==> src/rtl/hcvt_pkg.sv <==
package hcvt_pkg;

  localparam int HALF_W      = 16;
  localparam int HALF_EXP_W  = 5;
  localparam int HALF_FRAC_W = 10;
  localparam int HALF_BIAS   = 15;

  localparam int SGL_W       = 32;
  localparam int SGL_EXP_W   = 8;
  localparam int SGL_FRAC_W  = 23;
  localparam int SGL_BIAS    = 127;

  localparam int FRAC_PAD    = SGL_FRAC_W - HALF_FRAC_W;
  localparam int EXP_REBIAS  = SGL_BIAS - HALF_BIAS;

  localparam int LANE_W      = SGL_W;
  localparam int BASE_W      = 128;

  typedef enum logic [2:0] {
    HC_ZERO,
    HC_SUB,
    HC_NORM,
    HC_INF,
    HC_QNAN,
    HC_SNAN
  } hclass_e;

  typedef struct packed {
    logic [SGL_W-1:0] value;
    logic             invalid;
    logic             denorm;
  } widen_res_t;

endpackage

==> src/rtl/hcvt_lzc.sv <==
module hcvt_lzc #(
  parameter int W  = 10,
  localparam int CW = $clog2(W + 1)
) (
  input  logic [W-1:0]  vec,
  output logic [CW-1:0] count,
  output logic          none
);

  always_comb begin
    count = '0;
    none  = 1'b1;
    for (int i = W - 1; i >= 0; i--) begin
      if (none && vec[i]) begin
        count = CW'(W - 1 - i);
        none  = 1'b0;
      end
    end
  end

endmodule

==> src/rtl/hcvt_widen.sv <==
module hcvt_widen
  import hcvt_pkg::*;
(
  input  logic [HALF_W-1:0] half_in,
  output widen_res_t        res
);

  localparam int LZ_W = $clog2(HALF_FRAC_W + 1);
  localparam logic [SGL_EXP_W-1:0] REBIAS_E = SGL_EXP_W'(EXP_REBIAS);

  logic                   h_sign;
  logic [HALF_EXP_W-1:0]  h_exp;
  logic [HALF_FRAC_W-1:0] h_frac;
  logic [LZ_W-1:0]        lz;
  logic                   frac_zero;
  logic [HALF_FRAC_W-1:0] sub_frac;
  logic [SGL_EXP_W-1:0]   sub_exp;
  hclass_e                cls;

  assign h_sign = half_in[HALF_W-1];
  assign h_exp  = half_in[HALF_W-2 -: HALF_EXP_W];
  assign h_frac = half_in[HALF_FRAC_W-1:0];

  hcvt_lzc #(.W(HALF_FRAC_W)) lzc_i (
    .vec   (h_frac),
    .count (lz),
    .none  (frac_zero)
  );

  // Subnormal normalization: drop the leading one, pull the exponent down.
  assign sub_frac = h_frac << (lz + 1'b1);
  assign sub_exp  = REBIAS_E - SGL_EXP_W'(lz);

  always_comb begin
    if (h_exp == '0) begin
      cls = frac_zero ? HC_ZERO : HC_SUB;
    end else if (h_exp == '1) begin
      if (frac_zero)                     cls = HC_INF;
      else if (h_frac[HALF_FRAC_W-1])    cls = HC_QNAN;
      else                               cls = HC_SNAN;
    end else begin
      cls = HC_NORM;
    end
  end

  always_comb begin
    res = '0;
    res.value[SGL_W-1] = h_sign;
    unique case (cls)
      HC_ZERO: ;
      HC_SUB: begin
        res.value[SGL_W-2 -: SGL_EXP_W] = sub_exp;
        res.value[SGL_FRAC_W-1:0]       = {sub_frac, {FRAC_PAD{1'b0}}};
        res.denorm                      = 1'b1;
      end
      HC_NORM: begin
        res.value[SGL_W-2 -: SGL_EXP_W] = SGL_EXP_W'(h_exp) + REBIAS_E;
        res.value[SGL_FRAC_W-1:0]       = {h_frac, {FRAC_PAD{1'b0}}};
      end
      HC_INF: begin
        res.value[SGL_W-2 -: SGL_EXP_W] = '1;
      end
      HC_QNAN, HC_SNAN: begin
        res.value[SGL_W-2 -: SGL_EXP_W] = '1;
        res.value[SGL_FRAC_W-1:0]       = {1'b1, h_frac[HALF_FRAC_W-2:0], {FRAC_PAD{1'b0}}};
        res.invalid                     = (cls == HC_SNAN);
      end
      default: ;
    endcase
  end

endmodule

==> src/rtl/hcvt_lane_sel.sv <==
module hcvt_lane_sel
  import hcvt_pkg::*;
(
  input  logic [LANE_W-1:0] conv_val,
  input  logic [LANE_W-1:0] keep_val,
  input  logic              pred_en,
  input  logic              pred_bit,
  input  logic              zero_mode,
  output logic [LANE_W-1:0] lane_val,
  output logic              lane_live
);

  assign lane_live = ~pred_en | pred_bit;

  always_comb begin
    if (lane_live)      lane_val = conv_val;
    else if (zero_mode) lane_val = '0;
    else                lane_val = keep_val;
  end

endmodule

==> src/rtl/hcvt_lane0_unit.sv <==
module hcvt_lane0_unit
  import hcvt_pkg::*;
#(
  parameter int VEC_W = 512
) (
  input  logic                 clk,
  input  logic                 rst_n,
  input  logic                 in_valid,
  input  logic [BASE_W-1:0]    src_a,
  input  logic [HALF_W-1:0]    src_b,
  input  logic [LANE_W-1:0]    old_lane0,
  input  logic                 pred_bit,
  input  logic                 pred_en,
  input  logic                 zero_mode,
  input  logic                 quiet_exc,
  output logic                 out_valid,
  output logic [VEC_W-1:0]     dst,
  output logic                 flag_invalid,
  output logic                 flag_denorm
);

  widen_res_t          wres;
  logic [LANE_W-1:0]   lane_val;
  logic                lane_live;
  logic                unused_src_lo;

  logic [VEC_W-1:0]    dst_d, dst_q;
  logic                vld_d, vld_q;
  logic                inv_d, inv_q;
  logic                den_d, den_q;
  logic                load_en;
  logic                flag_ok;

  assign unused_src_lo = ^src_a[LANE_W-1:0];

  hcvt_widen widen_i (
    .half_in (src_b),
    .res     (wres)
  );

  hcvt_lane_sel sel_i (
    .conv_val  (wres.value),
    .keep_val  (old_lane0),
    .pred_en   (pred_en),
    .pred_bit  (pred_bit),
    .zero_mode (zero_mode),
    .lane_val  (lane_val),
    .lane_live (lane_live)
  );

  // Next-state logic.
  always_comb begin
    load_en = in_valid;
    flag_ok = in_valid & lane_live & ~quiet_exc;
    vld_d   = in_valid;
    inv_d   = flag_ok & wres.invalid;
    den_d   = flag_ok & wres.denorm;
    dst_d   = dst_q;
    if (load_en) begin
      dst_d                      = '0;
      dst_d[BASE_W-1:LANE_W]     = src_a[BASE_W-1:LANE_W];
      dst_d[LANE_W-1:0]          = lane_val;
    end
  end

  // Register stage.
  always_ff @(posedge clk or negedge rst_n) begin
    if (!rst_n) begin
      dst_q <= '0;
      vld_q <= 1'b0;
      inv_q <= 1'b0;
      den_q <= 1'b0;
    end else begin
      dst_q <= dst_d;
      vld_q <= vld_d;
      inv_q <= inv_d;
      den_q <= den_d;
    end
  end

  assign dst          = dst_q;
  assign out_valid    = vld_q;
  assign flag_invalid = inv_q;
  assign flag_denorm  = den_q;

endmodule

==> config.mk <==
export PLATFORM = sky130hd
export DESIGN_NAME = hcvt_lane0_unit
export DESIGN_NICKNAME = d
export VERILOG_FILES = /design/src/rtl/hcvt_pkg.sv /design/src/rtl/hcvt_lzc.sv /design/src/rtl/hcvt_widen.sv /design/src/rtl/hcvt_lane_sel.sv /design/src/rtl/hcvt_lane0_unit.sv
export SDC_FILE = /design/constraint.sdc
export NUM_CORES = 1
export LEC_CHECK = 0
export BUFFER_PORTS_ARGS = -buffer_cell sky130_fd_sc_hd__buf_2
export CAP_MARGIN = 30
export CELL_PAD_IN_SITES_DETAIL_PLACEMENT = 1
export CELL_PAD_IN_SITES_GLOBAL_PLACEMENT = 1
export CORE_AREA = 2 2 271 273
export CTS_CLUSTER_SIZE = 40
export DETAILED_ROUTE_END_ITERATION = 10
export DIE_AREA = 0 0 273 275
export GPL_ROUTABILITY_DRIVEN = 1
export HOLD_SLACK_MARGIN = 0.08
export PLACE_DENSITY_LB_ADDON = 0.3
export SLEW_MARGIN = 20
export SYNTH_ARGS = -nofsm -noshare
export SYNTH_HDL_FRONTEND = slang
export SYNTH_SLANG_ARGS = --single-unit
==> constraint.sdc <==
create_clock -name clk -period 0.8 [get_ports clk]
set_input_delay 0.04 -clock clk [delete_from_list [all_inputs] [get_ports clk]]
set_output_delay 0.04 -clock clk [all_outputs]
set_load 0.05 [all_outputs]
# After elaboration in Yosys (flattened, before gate mapping)
# Index checks and enable logic that the tools add are counted.
[op_classes] n_eq_ne=6 multipliers=0 mux=30 shifts=1 n_bitwise=7 add_sub_neg=3 n_div=0 n_reduce_logical=12 order_cmp=0
[op_table] op="23-bit case mux with 3 select lines" count=1
[op_table] op="32-bit 2-to-1 mux" count=2
[op_table] op="4-bit 2-to-1 mux" count=8
[op_table] op="8-bit case mux with 3 select lines" count=1
[op_table] op="1-bit 2-to-1 mux" count=15
[op_table] op="10-bit by 4-bit left shift with 10-bit output" count=1
[op_table] op="1-bit logical AND" count=9
[op_table] op="3-bit 2-to-1 mux" count=3
[op_table] op="5-bit by 7-bit adder with 8-bit output (second input constant)" count=1
[op_table] op="7-bit by 4-bit subtractor with 8-bit output (first input constant)" count=1
[op_table] op="3-bit by 2-bit equality test with 1-bit output (second input constant)" count=2
[op_table] op="3-bit equality test (second input constant)" count=2
[op_table] op="5-bit equality test (second input constant)" count=1
[op_table] op="5-bit logical NOT" count=1
[op_table] op="4-bit by 1-bit adder with 4-bit output (second input constant)" count=1
[op_table] op="1-bit bitwise AND" count=4
[op_table] op="3-bit by 1-bit equality test with 1-bit output (second input constant)" count=1
[op_table] op="3-bit OR reduction" count=1
[op_table] op="1-bit inverter" count=2
[op_table] op="2-bit OR reduction" count=1
[op_table] op="1-bit bitwise OR" count=1
[totals] mem_count=0 elab_cells=63 ram_bits=0 regBits=131 out_inout_bits=515 latchBits=0 inputBits=183 romBits=0

# Logic depth before layout (Yosys ltp)
# Gate-level depths: netlist of the first run.
[logic_depth] depth_word=26 depth_mapped=13 ltp_nobuf=11

# Hierarchy
# From an unflattened synthesis of the first run, not the netlist that was laid out.
[unflattened] cells_unflattened=849 area_unflattened_um2=9386.5
[modules_own_cells] module="hcvt_lane0_unit" area_per_inst_um2=7761.2 cells_each=660 instances=1 seq_area_each_um2=3278.1
[modules_own_cells] module="hcvt_lane_sel" area_per_inst_um2=773.2 cells_each=73 instances=1 seq_area_each_um2=0.0
[modules_own_cells] module="hcvt_widen" area_per_inst_um2=742.0 cells_each=98 instances=1 seq_area_each_um2=0.0
[modules_own_cells] module="hcvt_lzc" area_per_inst_um2=110.1 cells_each=18 instances=1 seq_area_each_um2=0.0

# Worst setup path before layout of the first run
# OpenSTA, ideal clock, no wires.
[synth_timing] path_kind="input to register" start="in src_b[6]" end="reg dst_q[21] (netlist: dst[21])" path_buffers=2 stages=13 path_slack_ns=-1.900 t_required_ns=0.690 setup_ns=0.110 arrival_time_ns=2.590 cell_sequence="buf_6 nor4_1 nand2_1 o21ai_1 inv_1 ha_1 clkbuf_1 clkinv_1 o21ai_0 nand2_1 a21oi_1 a2111oi_0 o41ai_1"
[synth_via] elab_chain_len=21 word_cells_on_any_way=34 classes_between="1 x add/sub; 4 x eq/ne; 1 x shift; 20 x mux; 8 x reduce/logical"
[synth_lines] item="from (decl)" line="hcvt_lane0_unit.sv:10" source="input logic [HALF_W-1:0] src_b,"
[synth_lines] item="parallel branches: the longest is 19 deep, another holds 1-bit logical AND"
[synth_lines] item="23-bit case mux with 3 select lines (*)" line="hcvt_widen.sv:49" source="unique case (cls)"
[synth_lines] item="32-bit 2-to-1 mux (*)" line="hcvt_lane_sel.sv:16" source="if (lane_live) lane_val = conv_val;"
[synth_lines] item="to (signal assigned)" line="hcvt_lane0_unit.sv:74" source="dst_q <= dst_d;"
[synth_lines] item="to (decl)" line="hcvt_lane0_unit.sv:27" source="logic [VEC_W-1:0] dst_d, dst_q;"
# Every way passes the cells marked *.
# A chain may end at the register's enable or synchronous reset.

# Final worst setup path of the first run
[layout_timing] start="in src_b[5]" end="reg dst_q[19] (netlist: dst[19])"
[layout_via] elab_chain_len=19 word_cells_on_any_way=31 classes_between="1 x add/sub; 4 x eq/ne; 1 x shift; 18 x mux; 7 x reduce/logical"
[layout_lines] item="parallel branches: the longest is 17 deep, another holds 4-bit 2-to-1 mux"
[layout_lines] item="23-bit case mux with 3 select lines (*)" line="hcvt_widen.sv:49"
[layout_lines] item="32-bit 2-to-1 mux (*)" line="hcvt_lane_sel.sv:16"
# Marks and branches as above.

==> results of run 1 <==
## stage by stage
step / worst slack [ns] / utilization / std cells / area, um^2 / hold WS [ns]
after floorplan: -1.32 / - / 1270 / 10500 / -0.256
after global placement: -1.37 / 0.153 / 2199 / 11100 / -0.0893
after detailed placement: -1.43 / 0.153 / 2199 / 11100 / -0.0904
after CTS: -0.814 / 0.197 / 2380 / 14300 / -0.00445
after global routing: -1.05 / 0.202 / 2393 / 14600 / 0.0187
final: -0.868 / 0.202 / 2396 / 14600 / 0.0383
## routing by layer
layer | part of all wire | up-vias | GRT usage
li1 | - | 3267 | -
met1 | 0.41 | 3478 | 0.107
met2 | 0.50 | 363 | 0.146
met3 | 0.079 | 22 | 0.0242
met4 | 0.013 | 0 | 0.0250
met5 | 0 | - | 0
## what timing repair did
item | CTS | global route
gates cloned | 0 | 0
pin swaps | 26 | 19
endpoints found under the hold margin | 260 | 15
buffers inserted | 21 | 18
endpoints found under the setup margin | 153 | 192
resized for setup | 326 | 52
## flip-flops by register name (all words and copies together) (netlist names)
register	count
dst	128
flag_denorm	1
flag_invalid	1
out_valid	1
## cells in the final DEF, fill, tap and decap left out, drive strengths merged, types with 4 or more instances in the layout
| master | Yosys | routed |
|---|---|---|
| a31oi | 10 | 10 |
| o22ai | 4 | 4 |
| nand2 | 28 | 28 |
| mux2 | 97 | 97 |
| a21oi | 22 | 22 |
| conb | 1 | 384 |
| buf | 388 | 416 |
| dfrtp | 131 | 131 |
| nor2 | 23 | 23 |
| clkinv | 1 | 7 |
| clkbuf | 26 | 20 |
| inv | 23 | 24 |
| nand3 | 20 | 20 |
| nand2b | 4 | 4 |
| o21ai | 35 | 35 |
| nor2b | 7 | 7 |
| nor3 | 7 | 7 |
| dlygate4sd3 | 0 | 130 |
## area by class of cell
class	count	area, um^2
diodes	3	7.51
clock buffers	20	457
multi-input cells	701	4330
clock inverters	12	155
fillers	8445	57700
inverters	24	105
flip-flops and latches	131	3420
well taps	959	1200
repair buffers	546	4930
## power groups by stage
stage	Combinational (mW)	Clock (mW)	Sequential [mW]
global route	12.2	8.93	7.92
floorplan	6.64	0	9.99
CTS	11.4	8.77	7.83
finish	11.6	8.31	7.84
detailed placement	9.87	0	7.80
global placement	9.86	0	7.77
## worst max-delay path: cells and delay by family
kind / cells / cell delay (ns)
fa+ha+maj: 1 / 0.34
compound gates: 5 / 1.15
simple gates: 2 / 0.28
buf+inv: 2 / 0.20
## path summary, 6_finish.rpt
| check | to | depth (start not counted) | startpoint |
|---|---|---|---|
| worst max-delay path | dst[19]$_DFFE_PN0P_ | 10 | src_b[5] |
| worst min-delay path | dst[71]$_DFFE_PN0P_ | 2 | rst_n |
| worst max register to register | dst[21]$_DFFE_PN0P_ | 4 | dst[21]$_DFFE_PN0P_ |
| worst min register to register | dst[94]$_DFFE_PN0P_ | 1 | dst[94]$_DFFE_PN0P_ |
| max in group asynchronous | dst[56]$_DFFE_PN0P_ | 3 | rst_n |
| min in group clk | dst[21]$_DFFE_PN0P_ | 5 | old_lane0[21] |
## kinds of logic after synthesis
group | synth area share
multiplexers | 0.127
XOR/XNOR | 0.00200
AO/OA/AOI/OAI | 0.0822
AND/OR/NAND/NOR | 0.0590
other | 0.000427
adder cells (fa/ha/maj) | 0.00285
flip-flops | 0.373
buffers and inverters | 0.353
==> run_results.csv, run 1 <==
group,metric,value,unit
outcome,outcome,"finished, violations left",
outcome,failed_checks,"setup timing",
sta,min_period_over_period,2.09,
power_and_ir_drop,vdd.ir_drop.worst,1.29,mV
power_and_ir_drop,netSwitchingPower,11.9,mW
worst_setup_path,critPathCaptureType,"flip-flop",
global_routing,grt_max_degree,48,
sta,timing.final.ws_setup,-0.868,ns
cts,cts_tree,"yes",
sta,setup_viol,160,
global_routing,grt_pass1_vias,7285,
power_and_ir_drop,p_total,27.8,mW
global_routing,grt_overflow,0,
worst_setup_path,cp.arrival,2.02,ns
worst_setup_path,max_stage_delay,0.43,ns
sta,hold_violations,0,
cts,cts_hold_buf,130,
yosys,synth_edf_count,0,
sta,fmax,600,MHz
yosys,ys_top_cells_by_count,"384 x buf_4, 131 x dfrtp_1, 97 x mux2_2",
yosys,yosys_warnings,0,
cts,h-tree-depth,4,
yosys,ys_types,58,
worst_setup_path,worstSetupPathType,"in -> reg",
power_and_ir_drop,intPower,15.9,mW
power_and_ir_drop,clkPwrFrac,0.299,
yosys,syn_area,8780,um^2
power_and_ir_drop,switching_share,0.429,
yosys,synth_ff_type,"dfrtp_1",
sta,tns,-47.36,ns
cts,cts_root_buf,"clkbuf_16",
floorplanning,start_util,0.121,
floorplanning,coreArea,72300,um^2
yosys,ys_seq_elements,131,
cts,cts_made_buffers,17,
yosys,synth_top_area_cell,"dfrtp_1",
floorplanning,die_w,273,um
yosys,synth-async-reset-ratio,1.00,
sta,clock_skew,0,ns
yosys,synth_top_area_frac,0.373,
cts,cts.path.max_buffers,2,
floorplanning,die_y,275,um
yosys,syn-instance-count,887,
sta,period_needed,1.67,ns
flow_run,max_cap_viol_count,0,
worst_setup_path,rrSetupSlack,-0.19,ns
detailed_routing,vias,7130,
detailed_routing,wirelength,35100,um
sta,tightest_slew,0.473,ns
placement,portBuffers,281,
detailed_routing,drt_pass1_iterations,4,
final_layout,area_growth,66.3,%
cts,path_clk_slew,0.07,ns
cts,clock_sinks,131,
worst_setup_path,start_kind,"input port",
detailed_routing,drc,0,
power_and_ir_drop,p_seq_frac,0.282,
worst_setup_path,required,1.15,ns
yosys,ys_seq_area_frac,0.373,
detailed_routing,ant_nets,0,
global_routing,antenna_found_initial,6,
power_and_ir_drop,power_frac_comb,0.418,
power_and_ir_drop,p_per_area,1900,nW/um^2
detailed_routing,vias_per_cell,2.98,
worst_setup_path,path_cells,"buf_2 -> nand2b_4 -> a211o_1 -> o21ai_4 -> inv_2 -> ha_4 -> o22ai_2 -> a222oi_1 -> nand2b_1 -> a221oi_2",
final_layout,layout.nets,1606,
global_routing,grt_pass1_wl,47900,um
yosys,ys_top_cells_by_area,"dfrtp_1 37%, buf_4 33%, mux2_2 12%",
detailed_routing,wl_per_cell,14.7,um
floorplanning,die-area,75100,um^2
cts,insertion_delay,0.43,ns
floorplanning,rows,99,
yosys,synth_most_common_cell,"buf_4",
power_and_ir_drop,leakagePower,6.68,nW
detailed_routing,initialDrtViolationCount,197,
floorplanning,pin_count,698,
final_layout,drive_gt1_frac,0.508,
placement,hpwl,27500,um
worst_setup_path,worstPathMaxFanout,6,
placement,finalWeightedCongestion,0.828,
sta,slew_headroom,0.676,
sta,timing.final.max_slew_violations,0,
global_routing,grtUsageTotal,0.0866,
worst_setup_path,crit_slowest_cell,"a222oi_1",
yosys,syn_avg_cell_area,9.90,um^2
sta,rsz0062_at_grt,"yes",
hold_path,worst_hold_path_type,"in -> async",
(Power assumes the default switching activity.)
==> run 2: changes to the inputs <==
--- a/config.mk
+++ b/config.mk
@@ -5,14 +5,15 @@
 export SDC_FILE = /design/constraint.sdc
 export NUM_CORES = 1
 export LEC_CHECK = 0
+export ABC_AREA = 1
 export BUFFER_PORTS_ARGS = -buffer_cell sky130_fd_sc_hd__buf_2
 export CAP_MARGIN = 30
 export CELL_PAD_IN_SITES_DETAIL_PLACEMENT = 1
 export CELL_PAD_IN_SITES_GLOBAL_PLACEMENT = 1
-export CORE_AREA = 2 2 271 273
+export CORE_AREA = 2 2 268 270
 export CTS_CLUSTER_SIZE = 40
 export DETAILED_ROUTE_END_ITERATION = 10
-export DIE_AREA = 0 0 273 275
+export DIE_AREA = 0 0 270 272
 export GPL_ROUTABILITY_DRIVEN = 1
 export HOLD_SLACK_MARGIN = 0.08
 export PLACE_DENSITY_LB_ADDON = 0.3
==> run_results.csv, run 2 <==
group,metric,value,unit
yosys,synth_top_area_cell,"dfrtp_1",
yosys,syn-instance-count,1128,
detailed_routing,vias,7852,
sta,whs,-0.0943,ns
placement,dp.cells,2408,
final_layout,most-common-layout-cells,"384 x conb_1, 370 x nand2_1, 144 x buf_2",
hold_path,hold_depth,5,
placement,finalWeightedCongestion,0.824,
yosys,synth_edf_count,0,
final_layout,drive_gt1_frac,0.370,
worst_setup_path,cp_top_family,"simple AND/OR/NAND/NOR gates",
sta,min_period_over_period,1.86,
global_routing,antenna_found_initial,0,
final_layout,diodes,0,
sta,fmax,671,MHz
cts,path_clk_slew,0.07,ns
worst_setup_path,max_stage_delay,0.32,ns
sta,timing.final.max_slew_violations,0,
final_layout,final_common_cell,"conb_1",
yosys,synth-async-reset-ratio,1.00,
final_layout,largest_reg_flops,128,
worst_setup_path,worstPathMaxFanout,5,
worst_setup_path,required,1.19,ns
final_layout,final_cells,2605,
yosys,syn_avg_cell_area,7.78,um^2
outcome,outcome,"finished, violations left",
detailed_routing,initialDrtViolationCount,266,
detailed_routing,vias_per_cell,3.01,
outcome,failed_checks,"hold timing, setup timing",
worst_setup_path,path_cells,"buf_2 -> clkinvlp_4 -> buf_4 -> nand4_4 -> nor2_2 -> nand4_4 -> nand2_8 -> inv_6 -> ha_4 -> buf_6 -> nand3_4 -> a21boi_2 -> o22ai_1 -> nand2_1 -> nand2_1",
yosys,ys_top_cells_by_area,"dfrtp_1 37%, buf_4 33%, nand2_1 16%",
global_routing,grt_overflow,0,
cts,cts_root_buf,"clkbuf_16",
yosys,ys_top_cells_by_count,"384 x buf_4, 383 x nand2_1, 131 x dfrtp_1",
floorplanning,pin_count,698,
cts,cts_made_buffers,17,
sta,hold_violations,1,
worst_setup_path,start_kind,"input port",
floorplanning,rows,98,
yosys,syn_area,8780,um^2
cts,cts.path.max_buffers,2,
cts,h-tree-depth,4,
floorplanning,coreArea,70800,um^2
sta,setup_viol,150,
global_routing,grt_pass1_wl,49500,um
worst_setup_path,crit_buf_inv,5,
placement,portBuffers,281,
final_layout,layout.nets,1827,
hold_path,worst_hold_path_type,"in -> reg",
global_routing,grtUsageTotal,0.0899,
floorplanning,die_w,270,um
cts,insertion_delay,0.46,ns
worst_setup_path,cp.arrival,1.88,ns
floorplanning,die_y,272,um
global_routing,grt_pass1_vias,7863,
sta,period_needed,1.49,ns
final_layout,n_fill_cell,8566,
detailed_routing,wl_per_cell,13.3,um
worst_setup_path,worstSetupPathType,"in -> reg",
yosys,synth_most_common_cell,"buf_4",
yosys,yosys_warnings,0,
worst_setup_path,r2r_cells,3,
yosys,ys_seq_area_frac,0.373,
floorplanning,die-area,73400,um^2
sta,clock_skew,0,ns
final_layout,fin_util,0.202,
yosys,ys_seq_elements,131,
worst_setup_path,crit_slowest_cell,"ha_4",
yosys,synth_top_area_frac,0.373,
worst_setup_path,critPathCaptureType,"flip-flop",
flow_run,max_cap_viol_count,0,
sta,rsz0062_at_grt,"yes",
sta,timing.final.ws_setup,-0.691,ns
detailed_routing,wirelength,34600,um
global_routing,grt_max_degree,69,
detailed_routing,ant_nets,0,
power_and_ir_drop,vdd.ir_drop.worst,1.35,mV
power_and_ir_drop,p_per_area,1910,nW/um^2
cts,cts_tree,"yes",
detailed_routing,drc,0,
placement,hpwl,26900,um
floorplanning,start_util,0.124,
power_and_ir_drop,leakagePower,7.28,nW
detailed_routing,drt_pass1_iterations,4,
yosys,ys_types,38,
final_layout,area_growth,62.5,%
worst_setup_path,crit_cells,15,
cts,clock_sinks,131,
yosys,synth_ff_type,"dfrtp_1",
placement,dp_slack,-1.26,ns
## run 2: area by class of cell
type | count | area, um^2 | share of cell area
timing repair buffer | 531 | 4810 | 0.337
clock buffer | 19 | 433 | 0.0304
inverter | 35 | 165 | 0.0116
tap | 950 | 1190 | 0.0833
multi-input combinational | 926 | 4070 | 0.286
sequential | 131 | 3420 | 0.240
clock inverter | 13 | 174 | 0.0122
## run 2: path summary, 6_finish.rpt
path / from / to / slack (ns)
worst max-delay path: src_b[5] / dst[15]$_DFFE_PN0P_ / -0.69
worst min-delay path: src_b[6] / dst[19]$_DFFE_PN0P_ / -0.09
worst max register to register: dst[28]$_DFFE_PN0P_ / dst[28]$_DFFE_PN0P_ / -0.01
worst min register to register: dst[44]$_DFFE_PN0P_ / dst[44]$_DFFE_PN0P_ / 0.49
max in group asynchronous: rst_n / dst[44]$_DFFE_PN0P_ / 0.24
min in group asynchronous: rst_n / dst[10]$_DFFE_PN0P_ / 0.05
## run 2: timing repair
item                       CTS  global route
pin swaps                   13            25
hold buffers               142             1
setup buffers               12            13
hold endpoints to repair   262            17
setup endpoints to repair  150           195
gates resized for setup    277            54
## run 2: cell families (layout without fill, tap and decap cells)
logic type	Yosys count	count (layout)	synth area share
and+or+nand+nor	500	500	0.238
buffers and inverters	454	598	0.361
DFF	131	131	0.373
AOI/OAI and AO/OA	40	40	0.0249
adders and majority gates	2	2	0.00285
other	1	384	0.000427
## run 2: per-stage QoR
stage | cell area (um^2) | setup TNS [ns] | power, mW
2_1_floorplan | 10500 | -15.35 | 16.3
3_3_place_gp | 11000 | -31.69 | 17.2
3_5_place_dp | 11000 | -35.14 | 17.3
4_1_cts | 14000 | -59.48 | 27.6
5_1_grt | 14300 | -53.80 | 28.5
6_report | 14300 | -44.83 | 27.2
## run 2: worst min-delay path: stages
cell	delay [ns]
buf_6	0.09
nand2_1	0.05
nand2_1	0.05
nand2_1	0.05
nand2_1	0.05
## run 2: power by group
part           switching [mW]  internal (mW)  total (mW)
Combinational            8.08           2.95        11.0
Clock                    3.45           4.94        8.40
Sequential              0.469           7.28        7.75
## run 2: metal layers
layer	vias up	track usage	part of all wire
li1	3751	-	-
met1	3737	0.106	0.41
met2	333	0.155	0.51
met3	31	0.0265	0.065
met4	0	0.0320	0.019
met5	-	0	0
==> run 3: changes to the inputs <==
--- a/config.mk
+++ b/config.mk
@@ -10,10 +10,10 @@
 export CAP_MARGIN = 30
 export CELL_PAD_IN_SITES_DETAIL_PLACEMENT = 1
 export CELL_PAD_IN_SITES_GLOBAL_PLACEMENT = 1
-export CORE_AREA = 2 2 268 270
+export CORE_AREA = 2 2 271 273
 export CTS_CLUSTER_SIZE = 40
 export DETAILED_ROUTE_END_ITERATION = 10
-export DIE_AREA = 0 0 270 272
+export DIE_AREA = 0 0 273 275
 export GPL_ROUTABILITY_DRIVEN = 1
 export HOLD_SLACK_MARGIN = 0.08
 export PLACE_DENSITY_LB_ADDON = 0.3
==> constraint.sdc (replaced) <==
create_clock -name clk -period 1.9 [get_ports clk]
set_input_delay 0.095 -clock clk [delete_from_list [all_inputs] [get_ports clk]]
set_output_delay 0.095 -clock clk [all_outputs]
set_load 0.05 [all_outputs]
==> run_results.csv, run 3 (synthesized netlist as in run 2, its figures left out) <==
group,metric,value,unit
final_layout,layout.nets,1769,
hold_path,worst_hold_path_type,"in -> reg",
cts,cts_root_buf,"clkbuf_16",
sta,clock_skew,0,ns
cts,cts_setup_buffers,0,
final_layout,fin_util,0.170,
detailed_routing,drt_pass1_iterations,4,
sta,tightest_slew,0.589,ns
final_layout,fin_area,12300,um^2
worst_setup_path,max_stage_delay,0.53,ns
floorplanning,start_util,0.121,
sta,min_period_over_period,0.902,
cts,cts_hold_buf,135,
worst_setup_path,cp_top_family,"buffers and inverters",
worst_setup_path,path_cells,"dlygate4sd3_1 -> buf_2 -> inv_1 -> nor3_1 -> nand3_1 -> nor2_1 -> inv_1 -> nand2_1 -> inv_1 -> o22ai_1 -> nand2_1 -> nand2_1",
sta,rsz0062_at_grt,"no",
worst_setup_path,reg2reg_from,"dst[31]$_DFFE_PN0P_",
global_routing,grt_overflow,0,
final_layout,final_cells,2558,
cts,cts_made_buffers,17,
flow_run,max_cap_viol_count,0,
worst_setup_path,worstPathMaxFanout,5,
final_layout,most-common-layout-cells,"384 x conb_1, 382 x nand2_1, 279 x buf_2",
detailed_routing,vias,7526,
worst_setup_path,worstSetupPathType,"in -> reg",
cts,path_clk_slew,0.06,ns
power_and_ir_drop,vdd.ir_drop.worst,0.355,mV
sta,setup_viol,0,
floorplanning,die_y,275,um
outcome,outcome,"finished, final reports clean",
placement,portBuffers,281,
cts,clock_sinks,131,
final_layout,n_fill_cell,8886,
placement,finalWeightedCongestion,0.741,
hold_path,hp-start,"old_lane0[21]",
sta,timing.final.max_slew_violations,0,
power_and_ir_drop,p_per_area,869,nW/um^2
worst_setup_path,critPathCaptureType,"flip-flop",
global_routing,antenna_found_initial,5,
placement,dp.cells,2389,
floorplanning,rows,99,
placement,hpwl,24700,um
detailed_routing,ant_nets,0,
power_and_ir_drop,p_total,10.7,mW
sta,fmax,583,MHz
global_routing,grt_max_degree,109,
sta,hold_violations,0,
detailed_routing,initialDrtViolationCount,242,
cts,cts.path.max_buffers,2,
floorplanning,die-area,75100,um^2
sta,period_needed,1.71,ns
worst_setup_path,required,2.29,ns
placement,dpl_cell_area,10400,um^2
power_and_ir_drop,leakagePower,6.79,nW
cts,h-tree-depth,4,
floorplanning,pin_count,698,
final_layout,drive_gt1_frac,0.250,
worst_setup_path,start_kind,"input port",
final_layout,area_growth,40.3,%
detailed_routing,wl_per_cell,12.7,um
floorplanning,die_w,273,um
worst_setup_path,cp.arrival,2.11,ns
worst_setup_path,startpoint,"src_b[13]",
worst_setup_path,crit_slowest_cell,"dlygate4sd3_1",
cts,insertion_delay,0.47,ns
cts,cts_tree,"yes",
detailed_routing,vias_per_cell,2.94,
sta,slew_headroom,0.607,
final_layout,final_common_cell,"conb_1",
worst_setup_path,crit_buf_inv,5,
cts,ctsResizeCount,0,
floorplanning,coreArea,72300,um^2
final_layout,largest_reg_flops,128,
detailed_routing,wirelength,32500,um
detailed_routing,drc,0,
global_routing,grt_pass1_wl,45900,um
global_routing,grtUsageTotal,0.0826,
global_routing,grt_pass1_vias,7485,
## run 3: cell type report
| class | instances | area, um^2 | share of cell area |
|---|---|---|---|
| Timing Repair Buffer | 473 | 3280 | 0.267 |
| Antenna cell | 2 | 5.00 | 0.000407 |
| Sequential cell | 131 | 3280 | 0.266 |
| Clock inverter | 14 | 165 | 0.0134 |
| Tap cell | 959 | 1200 | 0.0975 |
| Inverter | 35 | 144 | 0.0117 |
| Multi-Input combinational cell | 926 | 3810 | 0.309 |
| Clock buffer | 18 | 429 | 0.0349 |
## run 3: routing by layer
layer  vias to the layer above  global-route usage  part of all wire
li1                       3639                   -                 -
met2                       327               0.142              0.50
met1                      3532              0.0951              0.41
met4                         2              0.0290             0.014
met5                         -                   0           0.00049
met3                        26              0.0286             0.081
## run 3: final timing paths
check,end,slack (ns),cells past startpoint
min in group asynchronous,dst[55]$_DFFE_PN0P_,0.16,2
setup reg to reg,dst[31]$_DFFE_PN0P_,0.66,3
hold / removal,dst[21]$_DFFE_PN0P_,0.11,5
max in group asynchronous,dst[105]$_DFFE_PN0P_,1.15,3
setup / recovery,dst[15]$_DFFE_PN0P_,0.19,12
hold reg to reg,dst[81]$_DFFE_PN0P_,0.46,2
## run 3: where the power goes
| group | internal (mW) | switching (mW) | total (mW) |
|---|---|---|---|
| Sequential | 3.03 | 0.142 | 3.17 |
| Clock | 1.97 | 1.53 | 3.50 |
| Combinational | 0.744 | 3.29 | 4.03 |
| Total | 5.74 | 4.96 | 10.7 |
## run 3: metrics by stage
step	setup TNS [ns]	hold slack [ns]	setup slack, ns
floorplan	-0.485	-0.201	-0.105
global placement	-1.30	0.103	-0.231
detailed placement	-2.29	0.104	-0.367
CTS	0	0.0820	0.167
global route	0	0.131	0.0282
finish	0	0.107	0.186
## run 3: worst min-delay path, cell delays in order
cell	delay, ns
buf_2	0.09
nand3_1	0.15
nand2_1	0.09
inv_1	0.04
nand2_1	0.06
